## src/rtl/usb_in_pingpong_ep.sv

```systemverilog
module usb_in_pingpong_ep #(
  parameter int MAX_PKT = 64,
  localparam int AW = (MAX_PKT > 1) ? $clog2(MAX_PKT) : 1,
  localparam int CW = $clog2(MAX_PKT + 1)
) (
  input  logic          clk,
  input  logic          rst,
  input  logic          cpu_wr,
  input  logic [7:0]    cpu_wdata,
  input  logic          cpu_set_rdy,
  input  logic          cpu_clr_comp,
  input  logic          cpu_clr_err,
  input  logic          usb_in_tok,
  input  logic          usb_rd,
  input  logic          usb_ack,
  output logic          cpu_bank,
  output logic          usb_bank,
  output logic [1:0]    bank_rdy,
  output logic          wr_err,
  output logic          tx_comp,
  output logic          irq,
  output logic          resp_data,
  output logic          resp_nak,
  output logic [CW-1:0] tx_len,
  output logic [7:0]    tx_byte
);
  localparam logic [1:0]    S_EMPTY = 2'd0, S_READY = 2'd1, S_SENT = 2'd2;
  localparam logic [CW-1:0] FULL    = CW'(MAX_PKT);

  logic [7:0]    mem [2][MAX_PKT];
  logic [1:0]    st  [2];
  logic [CW-1:0] cnt [2];
  logic [CW-1:0] rd;

  wire cpu_open = (st[cpu_bank] == S_EMPTY);
  wire wr_ok    = cpu_wr && cpu_open && (cnt[cpu_bank] != FULL);
  wire rdy_ok   = cpu_set_rdy && cpu_open;
  wire err_ev   = (cpu_wr && !wr_ok) || (cpu_set_rdy && !cpu_open);
  wire has_pkt  = (st[usb_bank] != S_EMPTY);
  wire send     = usb_in_tok && has_pkt;
  wire ack_ok   = usb_ack && (st[usb_bank] == S_SENT);

  assign bank_rdy = {st[1] == S_READY, st[0] == S_READY};
  assign irq      = tx_comp;
  assign tx_len   = cnt[usb_bank];
  assign tx_byte  = mem[usb_bank][rd[AW-1:0]];

  always_ff @(posedge clk)
    if (wr_ok) mem[cpu_bank][cnt[cpu_bank][AW-1:0]] <= cpu_wdata;

  always_ff @(posedge clk) begin
    if (rst) begin
      st[0]     <= S_EMPTY;
      st[1]     <= S_EMPTY;
      cnt[0]    <= '0;
      cnt[1]    <= '0;
      cpu_bank  <= 1'b0;
      usb_bank  <= 1'b0;
      rd        <= '0;
      resp_data <= 1'b0;
      resp_nak  <= 1'b0;
      tx_comp   <= 1'b0;
      wr_err    <= 1'b0;
    end else begin
      resp_data <= send;
      resp_nak  <= usb_in_tok && !has_pkt;
      tx_comp   <= ack_ok || (tx_comp && !cpu_clr_comp);
      wr_err    <= err_ev || (wr_err && !cpu_clr_err);
      if (wr_ok) cnt[cpu_bank] <= cnt[cpu_bank] + 1'b1;
      if (rdy_ok) begin
        st[cpu_bank] <= S_READY;
        cpu_bank     <= ~cpu_bank;
      end
      if (send) begin
        st[usb_bank] <= S_SENT;
        rd           <= '0;
      end else if (usb_rd && rd != FULL) begin
        rd <= rd + 1'b1;
      end
      if (ack_ok) begin
        st[usb_bank]  <= S_EMPTY;
        cnt[usb_bank] <= '0;
        usb_bank      <= ~usb_bank;
      end
    end
  end
endmodule

```

## config.mk

```make
export PLATFORM = sky130hd
export DESIGN_NAME = usb_in_pingpong_ep
export DESIGN_NICKNAME = d
export VERILOG_FILES = /design/src/rtl/usb_in_pingpong_ep.sv
export SDC_FILE = /design/constraint.sdc
export NUM_CORES = 1
export LEC_CHECK = 0
export BUFFER_PORTS_ARGS = -buffer_cell sky130_fd_sc_hd__buf_2
export CAP_MARGIN = 20
export CELL_PAD_IN_SITES_DETAIL_PLACEMENT = 1
export CELL_PAD_IN_SITES_GLOBAL_PLACEMENT = 2
export CORE_UTILIZATION = 41
export DETAILED_ROUTE_END_ITERATION = 8
export PLACE_DENSITY_LB_ADDON = 0.1
export RECOVER_POWER = 100
export SKIP_LAST_GASP = 1
export SLEW_MARGIN = 25
export SYNTH_ARGS = -nofsm -noshare
export SYNTH_HDL_FRONTEND = slang
export SYNTH_SLANG_ARGS = --single-unit
```

## constraint.sdc

```tcl
create_clock -name clk -period 7.6 [get_ports clk]
set_input_delay 0.76 -clock clk [delete_from_list [all_inputs] [get_ports clk]]
set_output_delay 0.76 -clock clk [all_outputs]
set_load 0.005 [all_outputs]
```

==> results of run 1 <==
==> worst reg2reg max path: cells and delay by family, from the launching register on <==
kind                     cells  cell delay, ns
buffers and inverters        1            0.79
adder cells (fa/ha/maj)      1            0.35
multiplexers                 1            0.54
AO/OA/AOI/OAI                2            0.78
flip-flops                   1            0.30
AND/OR/NAND/NOR              2            2.60
==> synthesized netlist by cell type, types with 2 or more instances <==
master and n:
xnor2_1 11, nor3b_1 3, buf_2 20, dfxtp_1 31, o22ai_1 7, xor2_1 2
a21o_1 2, buf_1 8, clkbuf_1 65, edfxtp_1 1026, and2_1 10, nor2_1 157
nand2_1 77, buf_4 24, or3b_2 16, mux2_2 22, a221oi_1 7, a22oi_1 111
a22o_1 14, buf_6 9, nor2b_1 10, nand3_1 58, mux4_2 137, or2_2 3
o32a_1 6, o21ai_0 7, nor3_1 11, o21a_1 2, nand4_1 20, nand3b_1 5
o22a_1 2, and3_1 2, a21oi_1 43, mux2i_1 260, clkinv_1 2, nand2b_1 6
a2111oi_2 2, a2111oi_0 2, a211oi_1 8, inv_1 9, a31oi_1 24, ha_1 4
==> cell families after synthesis <==
logic type               synth area share, %
AO/OA/AOI/OAI                           4.17
buffers and inverters                   1.68
XOR/XNOR                               0.273
AND/OR/NAND/NOR                         4.22
adder cells (fa/ha/maj)                0.120
multiplexers                            14.2
flip-flops                              75.3
==> per-stage QoR <==
step / power [µW] / utilization (%)
floorplan: 8350 / -
CTS: 14800 / 46.8
detailed placement: 9330 / 43.2
finish: 14700 / 46.7
global placement: 9320 / 43.2
global route: 15100 / 46.7
==> area by class of cell <==
cell class | count | area share [%]
sequential | 1057 | 67.0
multi-input combinational | 1060 | 20.5
clock buffer | 124 | 5.98
tap | 1357 | 3.62
clock inverter | 80 | 1.83
timing repair buffer | 74 | 0.947
inverter | 12 | 0.0987
antenna | 1 | 0.00533
==> metal layers <==
layer / track usage [%] / wire (µm)
met1: 32.4 / 51900
met3: 4.01 / 6330
met2: 38.2 / 58200
met4: 7.78 / 3470
met5: 0 / 19
==> where the power goes <==
group,internal [µW],switching [µW],total (µW)
Combinational,989,1600,2590
Sequential,6470,97.9,6570
Clock,3170,2320,5500
==> sequential cells by signal, indices dropped and copies added, names as in the netlist, named ones only <==
register / cells
mem: 1024
cpu_bank: 1
resp_nak: 1
cnt: 14
usb_bank: 1
wr_err: 1
st: 4
rd: 7
irq: 1
resp_data: 1
==> worst max-delay path by stage <==
| stage | endpoint | slack (ns) | depth (start not counted) |
|---|---|---|---|
| floorplan | tx_byte[0] | 4.79 | 6 |
| detailed placement | tx_byte[5] | 3.19 | 8 |
| CTS | tx_byte[5] | 2.42 | 8 |
| finish | mem[1][143] | 1.60 | 2 |
| global placement | tx_byte[4] | 3.24 | 7 |
| global route | mem[1][7] | 1.27 | 2 |
==> impl_metrics.env, run 1 <==
export IMPL_ioPinCount=41
export IMPL_rrSetupSlack_ns=1.85
export IMPL_coreArea_um2=100000
export IMPL_syn_avg_cell_area_um2=18.5
export IMPL_rr_worst_depth=7
export IMPL_cp_startpoint="cpu_wdata[7]"
export IMPL_ys_warn_count=0
export IMPL_cellLeakagePower_uw=0.0140
export IMPL_gp_congestion=0.843
export IMPL_syn_nets=2276
export IMPL_dieArea_um2=103000
export IMPL_period_share_pct=78.9
export IMPL_layout_common_cells="edfxtp_1 (1026), mux2i_1 (260), nor2_1 (154)"
export IMPL_placed_cell_area_um2=43400
export IMPL_first_pass_iters=5
export IMPL_stdcell_count=3765
export IMPL_postLayoutSetupSlackWorst_ns=1.60
export IMPL_arrival_ns=5.98
export IMPL_synthCells=2255
export IMPL_cts_resized=0
export IMPL_endpoint_kind="flop"
export IMPL_cp_cell_sequence="clkbuf_1 > clkbuf_1"
export IMPL_final_nets=2336
export IMPL_cp_num_buf_inv=2
export IMPL_final_area_um2=46900
export IMPL_setup_viol=0
export IMPL_clk_pin_slew_ns=0.07
export IMPL_hp_class="in2reg"
export IMPL_syn_to_final_growth_pct=12.4
export IMPL_drive_above_1_share_pct=16.9
export IMPL_grt_pass1_wl_um=172000
export IMPL_clk_insertion_delay_late_ns=0.70
export IMPL_ys_top_cells_by_area="edfxtp_1 (74%), mux4_2 (7.4%), mux2i_1 (6.2%)"
export IMPL_violations="max-capacitance violations, max-slew violations"
export IMPL_cts_buffer_depth=3
export IMPL_timing_rr_end="mem[0][209]"
export IMPL_n_fill_cell=9397
export IMPL_viasPerCell=5.74
export IMPL_post_cts_buffers=0
export IMPL_ys_types=52
export IMPL_grt_overflow=0
export IMPL_crit_required_ns=7.58
export IMPL_hold_viol=0
export IMPL_grt_start_max_net_pins=84
export IMPL_register_area_um2=31400
export IMPL_start_util_pct=41.5
export IMPL_slew_viol_final=898
export IMPL_clock_sinks=1057
export IMPL_timing_fmax_mhz=167
export IMPL_layout_commonest_cell="edfxtp_1"
export IMPL_place_ws_ns=3.19
export IMPL_critPathMaxFanout=65
export IMPL_tightestPinTransition_ns=4.38
export IMPL_placed_cells=3560
export IMPL_finClkSkew_ns=0.0205
export IMPL_grt_pass1_vias=22795
export IMPL_synth_async_reset_ratio_pct=0
export IMPL_cts_root_buffer_cell="clkbuf_16"
export IMPL_yosysTopAreaCell="edfxtp_1"
export IMPL_status="finished, violations left"
export IMPL_peakVddDrop_mv=0.234
export IMPL_cts_htree_levels=3
export IMPL_ys_flop_type="edfxtp_1"
export IMPL_dpl_hpwl_um=75200
export IMPL_antenna_found_initial=5
export IMPL_dieHeight_um=321
export IMPL_worst_hold_slack_ns=0.332
export IMPL_synth_edf_count=1026
export IMPL_start_kind="input port"
export IMPL_hold_path_end="irq"
export IMPL_period_needed_ns=6.00
export IMPL_rows=116
export IMPL_routedWlPerCell_um=31.9
export IMPL_ys_seq_area_share_pct=75.3
export IMPL_rsz0062_at_grt="false"
export IMPL_crit_type="in2reg"
export IMPL_cellPowerDensity_nw_per_um2=312
export IMPL_drt_iter0_drc=1842
export IMPL_cts_tree="yes"
export IMPL_max_cap_violations=21
export IMPL_finalWirelength_um=120000
export IMPL_fin_setup_tns_ns=0
export IMPL_max_stage_delay_ns=2.62
export IMPL_cts_hold_buf=0
export IMPL_netlist_area_um2=41700
export IMPL_vias=21614
export IMPL_track_usage_pct=23.6
export IMPL_synth_seq_cells=1057
export IMPL_critPathSlowestCell="clkbuf_1"
export IMPL_cts_buffers=110
export IMPL_die_width_um=321
export IMPL_whs_path_depth=3
export IMPL_multi_input_area_um2=9620
export IMPL_synth_top_area_share_pct=73.8
export IMPL_ant_nets=0
export IMPL_path_common_cell="clkbuf_1"
export IMPL_io_buffers=40
export IMPL_cp_top_family="buffers and inverters"
export IMPL_relSlewSlack_pct=-192
export IMPL_route_detailed_drc=0
export IMPL_min_delay_start="cpu_clr_comp"
(Power assumes the default switching activity.)
==> run 2: changes to the inputs <==
Clock period 7.6 ns to 5.71 ns, I/O delays scaled along.
==> impl_metrics.env, run 2 (synthesis gave the netlist of run 1 again) <==
export IMPL_cts_htree_levels=3
export IMPL_period_share_pct=90.3
export IMPL_clk_pin_slew_ns=0.06
export IMPL_postLayoutSetupSlackWorst_ns=0.555
export IMPL_rrSetupSlack_ns=0.92
export IMPL_power_switching_uw=5110
export IMPL_clock_sinks=1057
export IMPL_io_buffers=40
export IMPL_syn_to_final_growth_pct=12.7
export IMPL_cts_resized=0
export IMPL_endpoint_kind="primary output"
export IMPL_critPathCapture="tx_byte[0]"
export IMPL_critPathMaxFanout=43
export IMPL_crit_required_ns=5.14
export IMPL_antenna_found_initial=4
export IMPL_fin_setup_tns_ns=0
export IMPL_post_cts_buffers=0
export IMPL_cellLeakagePower_uw=0.0141
export IMPL_dpl_hpwl_um=71700
export IMPL_status="finished, violations left"
export IMPL_cellPowerDensity_nw_per_um2=411
export IMPL_dieArea_um2=103000
export IMPL_cts_tree="yes"
export IMPL_place_ws_ns=1.48
export IMPL_routedWlPerCell_um=30.1
export IMPL_first_pass_iters=5
export IMPL_cts_buffer_depth=3
export IMPL_crit_type="reg2out"
export IMPL_cts_root_buffer_cell="clkbuf_16"
export IMPL_drive_above_1_share_pct=16.7
export IMPL_timing_rr_end="mem[1][157]"
export IMPL_combPwrFrac_pct=17.2
export IMPL_layout_commonest_cell="edfxtp_1"
export IMPL_finalWirelength_um=114000
export IMPL_gp_congestion=0.801
export IMPL_cp_cell_sequence="and2_2 > buf_4 > buf_4 > a21oi_1 > a31oi_1 > o2111ai_1 > o32a_1 > buf_2"
export IMPL_grt_pass1_wl_um=165000
export IMPL_ant_nets=0
export IMPL_final_nets=2357
export IMPL_layout_common_cells="edfxtp_1 (1026), mux2i_1 (260), nor2_1 (154)"
export IMPL_arrival_ns=4.58
export IMPL_internal_power_uw=14200
export IMPL_max_stage_delay_ns=1.33
export IMPL_peakVddDrop_mv=0.255
export IMPL_hold_viol=0
export IMPL_die_width_um=321
export IMPL_max_cap_violations=14
export IMPL_cts_buffers=111
export IMPL_drt_iter0_drc=1646
export IMPL_seq_power_share_pct=45.5
export IMPL_path_common_cell="buf_4"
export IMPL_hp_class="in2reg"
export IMPL_cp_num_buf_inv=3
export IMPL_grt_start_max_net_pins=84
export IMPL_start_kind="flop"
export IMPL_rows=116
export IMPL_clk_insertion_delay_late_ns=0.70
export IMPL_vias=21256
export IMPL_cp_startpoint="rd[0]"
export IMPL_coreArea_um2=100000
export IMPL_cts_hold_buf=0
export IMPL_grt_pass1_vias=22655
export IMPL_timing_fmax_mhz=194
export IMPL_route_detailed_drc=0
export IMPL_dieHeight_um=321
export IMPL_grt_overflow=0
export IMPL_path_depth=8
export IMPL_start_util_pct=41.5
export IMPL_finClkSkew_ns=0.0206
export IMPL_setup_viol=0
export IMPL_violations="max-capacitance violations, max-slew violations"
export IMPL_critPathSlowestCell="dfxtp_2"
export IMPL_tightestPinTransition_ns=4.71
export IMPL_rr_worst_depth=7
export IMPL_rsz0062_at_grt="false"
export IMPL_p_clk_share_pct=37.3
export IMPL_viasPerCell=5.61
export IMPL_switching_share_pct=26.5
export IMPL_ioPinCount=41
export IMPL_relSlewSlack_pct=-214
export IMPL_period_needed_ns=5.15
export IMPL_cp_top_family="flip-flops"
export IMPL_slew_viol_final=800
export IMPL_track_usage_pct=22.4
export IMPL_largest_reg_flops=1024
export IMPL_n_fill_cell=9370
==> run 2: cell types whose count changed in the layout (fill, tap and decap cells not counted), moves of 4 or more <==
cell / before / now
buf_12: 3 / 7
buf_2: 19 / 23
clkinvlp_4: 10 / 5
clkinv_1: 19 / 32
clkbuf_1: 42 / 55
clkbuf_16: 110 / 114
clkinv_2: 27 / 10
buf_4: 23 / 29
clkbuf_2: 0 / 8
==> run 2: power groups by stage <==
stage / clock [µW] / combinational [µW] / sequential, µW
floorplan: 0 / 2320 / 8790
global placement: 0 / 3360 / 8920
detailed placement: 0 / 3390 / 8930
CTS: 7350 / 3400 / 8760
global route: 7600 / 3560 / 8800
finish: 7210 / 3320 / 8780
==> run 2: routing by layer <==
layer	GRT usage [%]	vias to the layer above	routed length, µm
met1	30.2	11323	49300
met4	6.65	2	3380
met2	36.7	484	55000
met3	4.70	167	6240
li1	-	9280	-
met5	0	-	13
==> run 2: worst min path at each step <==
stage / startpoint / to / slack (ns) / cells after the start
finish: cpu_clr_comp / irq / 0.14 / 3
global route: cpu_clr_comp / irq / 0.14 / 3
CTS: cpu_clr_comp / irq / 0.1 / 3
detailed placement: irq / irq / 0.48 / 2
global placement: irq / irq / 0.48 / 2
floorplan: irq / irq / 0.48 / 2
==> run 2: metrics by stage <==
stage               std cells  util (%)  cell area, µm²  power (µW)  hold slack (ns)
global placement         3579      43.3           43500       12300            0.476
floorplan                2255         -           41700       11100            0.479
CTS                      3785      46.9           47100       19500           0.0992
detailed placement       3579      43.3           43500       12300            0.480
finish                   3787      46.8           47000       19300            0.141
global route             3786      46.8           47000       20000            0.141
==> run 2: layout make-up <==
type | instances | area (µm²) | area share [%]
diodes | 1 | 2.50 | 0.00532
well taps | 1357 | 1700 | 3.61
inverters | 12 | 45.0 | 0.0958
flip-flops and latches | 1057 | 31400 | 66.8
repair buffers | 94 | 618 | 1.31
clock buffers | 143 | 2960 | 6.30
clock inverters | 63 | 642 | 1.36
multi-input cells | 1060 | 9630 | 20.5
==> run 2: worst register-to-register path: cells and delay by family (launching register included) <==
| family | cells | cell delay (ns) |
|---|---|---|
| AO/OA/AOI/OAI | 2 | 0.64 |
| adder cells (fa/ha/maj) | 1 | 0.26 |
| buffers and inverters | 1 | 1.08 |
| flip-flops | 1 | 0.83 |
| multiplexers | 1 | 0.77 |
| AND/OR/NAND/NOR | 2 | 0.83 |
==> run 3: changes to the inputs <==
Settings changed: ABC_CLOCK_PERIOD_IN_PS from default to 5070, SETUP_SLACK_MARGIN from default to 0.02.
Clock period 5.71 ns to 5.07 ns, I/O delays scaled along.
==> impl_metrics.env, run 3 (synthesis gave the netlist of run 1 again) <==
export IMPL_clk_insertion_delay_late_ns=0.72
export IMPL_dieHeight_um=321
export IMPL_ioPinCount=41
export IMPL_first_pass_iters=5
export IMPL_crit_required_ns=4.56
export IMPL_period_share_pct=94.1
export IMPL_grt_pass1_vias=22929
export IMPL_dieArea_um2=103000
export IMPL_cts_buffers=110
export IMPL_ant_nets=0
export IMPL_layout_commonest_cell="edfxtp_1"
export IMPL_peakVddDrop_mv=0.287
export IMPL_final_util_pct=47.0
export IMPL_max_stage_delay_ns=0.80
export IMPL_drt_iter0_drc=1637
export IMPL_final_nets=2371
export IMPL_cellLeakagePower_uw=0.0143
export IMPL_routedWlPerCell_um=30.7
export IMPL_finalWirelength_um=117000
export IMPL_cts_hold_buf=0
export IMPL_n_fill_cell=9346
export IMPL_status="finished, violations left"
export IMPL_violations="max-capacitance violations, max-slew violations"
export IMPL_postLayoutSetupSlackWorst_ns=0.297
export IMPL_viasPerCell=5.67
export IMPL_largest_reg_flops=1024
export IMPL_grt_overflow=0
export IMPL_io_buffers=40
export IMPL_final_area_um2=47200
export IMPL_arrival_ns=4.27
export IMPL_period_needed_ns=4.77
export IMPL_timing_rr_end="mem[0][199]"
export IMPL_finClkSkew_ns=0.0212
export IMPL_whs_path_depth=3
export IMPL_route_detailed_drc=0
export IMPL_cts_resized=0
export IMPL_max_cap_violations=14
export IMPL_track_usage_pct=23.0
export IMPL_timing_fmax_mhz=210
export IMPL_cts_htree_levels=3
export IMPL_hold_path_end="irq"
export IMPL_rsz0062_at_grt="false"
export IMPL_top_layer_used="met4"
export IMPL_rr_worst_depth=7
export IMPL_worst_hold_slack_ns=0.0671
export IMPL_place_ws_ns=1.18
export IMPL_cts_root_buffer_cell="clkbuf_16"
export IMPL_cp_top_family="compound AO/OA/AOI/OAI gates"
export IMPL_cp_cell_sequence="clkbuf_2 > nor2b_1 > buf_4 > a22o_1 > a221oi_1 > o22ai_1 > o22a_1 > buf_2"
export IMPL_critPathMaxFanout=37
export IMPL_syn_to_final_growth_pct=13.2
export IMPL_register_area_um2=31400
export IMPL_wl_met3_um=4040
export IMPL_die_width_um=321
export IMPL_endpoint_kind="primary output"
export IMPL_wl_met1_um=52600
export IMPL_clk_pin_slew_ns=0.06
export IMPL_start_kind="flop"
export IMPL_cts_buffer_depth=3
export IMPL_post_cts_buffers=0
export IMPL_rows=116
export IMPL_multi_input_area_um2=9620
export IMPL_min_delay_start="cpu_clr_comp"
export IMPL_rrSetupSlack_ns=0.55
export IMPL_layout_common_cells="edfxtp_1 (1026), mux2i_1 (260), nor2_1 (154)"
export IMPL_grt_pass1_wl_um=169000
export IMPL_grt_start_max_net_pins=86
export IMPL_relSlewSlack_pct=-185
export IMPL_clock_sinks=1057
export IMPL_tightestPinTransition_ns=4.27
export IMPL_slew_viol_final=836
export IMPL_antenna_found_initial=0
export IMPL_setup_viol=0
export IMPL_vias=21542
export IMPL_cp_num_buf_inv=3
export IMPL_cts_tree="yes"
export IMPL_cellPowerDensity_nw_per_um2=468
export IMPL_drive_above_1_share_pct=17.6
export IMPL_hold_viol=0
export IMPL_fin_setup_tns_ns=0
export IMPL_coreArea_um2=100000
export IMPL_crit_type="reg2out"
export IMPL_wl_met2_um=57300
export IMPL_placed_cell_area_um2=43600
export IMPL_start_util_pct=41.5
export IMPL_critPathSlowestCell="dfxtp_4"
export IMPL_gp_congestion=0.802
export IMPL_hp_class="in2reg"
export IMPL_dpl_hpwl_um=74400
==> run 3: layer usage <==
layer,vias up,GRT usage (%)
li1,9304,-
met1,11656,32.3
met2,435,38.1
met3,147,2.61
met4,0,5.84
met5,-,0
==> run 3: worst reg2reg max path, delay by kind of cell (launching register included) <==
kind,cells,cell delay [ns]
buffers and inverters,1,1.09
DFF,1,0.88
and+or+nand+nor,2,0.75
AOI/OAI and AO/OA,2,0.59
muxes,1,0.55
adders and majority gates,1,0.24
==> run 3: final cells by class <==
cell class                 instances  area share [%]
antenna                            1         0.00530
clock buffer                     140            6.17
clock inverter                    66            1.70
inverter                          12          0.0953
multi-input combinational       1060            20.4
sequential                      1057            66.5
tap                             1357            3.59
timing repair buffer             109            1.53
==> run 3: stage by stage <==
| stage | total power (µW) | cells |
|---|---|---|
| global route | 22800 | 3801 |
| global placement | 14000 | 3594 |
| CTS | 22300 | 3800 |
| detailed placement | 14000 | 3594 |
| finish | 22100 | 3802 |
| floorplan | 12500 | 2255 |
==> run 3: worst max-delay path by stage <==
stage	startpoint	to	slack, ns	cells after the start
floorplan	flop	mem[0][200]	2.41	8
global placement	rd[4]	tx_byte[2]	0.91	6
detailed placement	flop	tx_byte[3]	1.18	7
CTS	flop	tx_byte[3]	0.42	7
global route	rd[0]	tx_byte[5]	0.18	8
finish	rd[0]	tx_byte[5]	0.30	8
==> run 3: power breakdown <==
part           switching [µW]  internal, µW  total [µW]
clock network            3430          4940        8370
registers                 205          9700        9910
logic                    2260          1580        3840
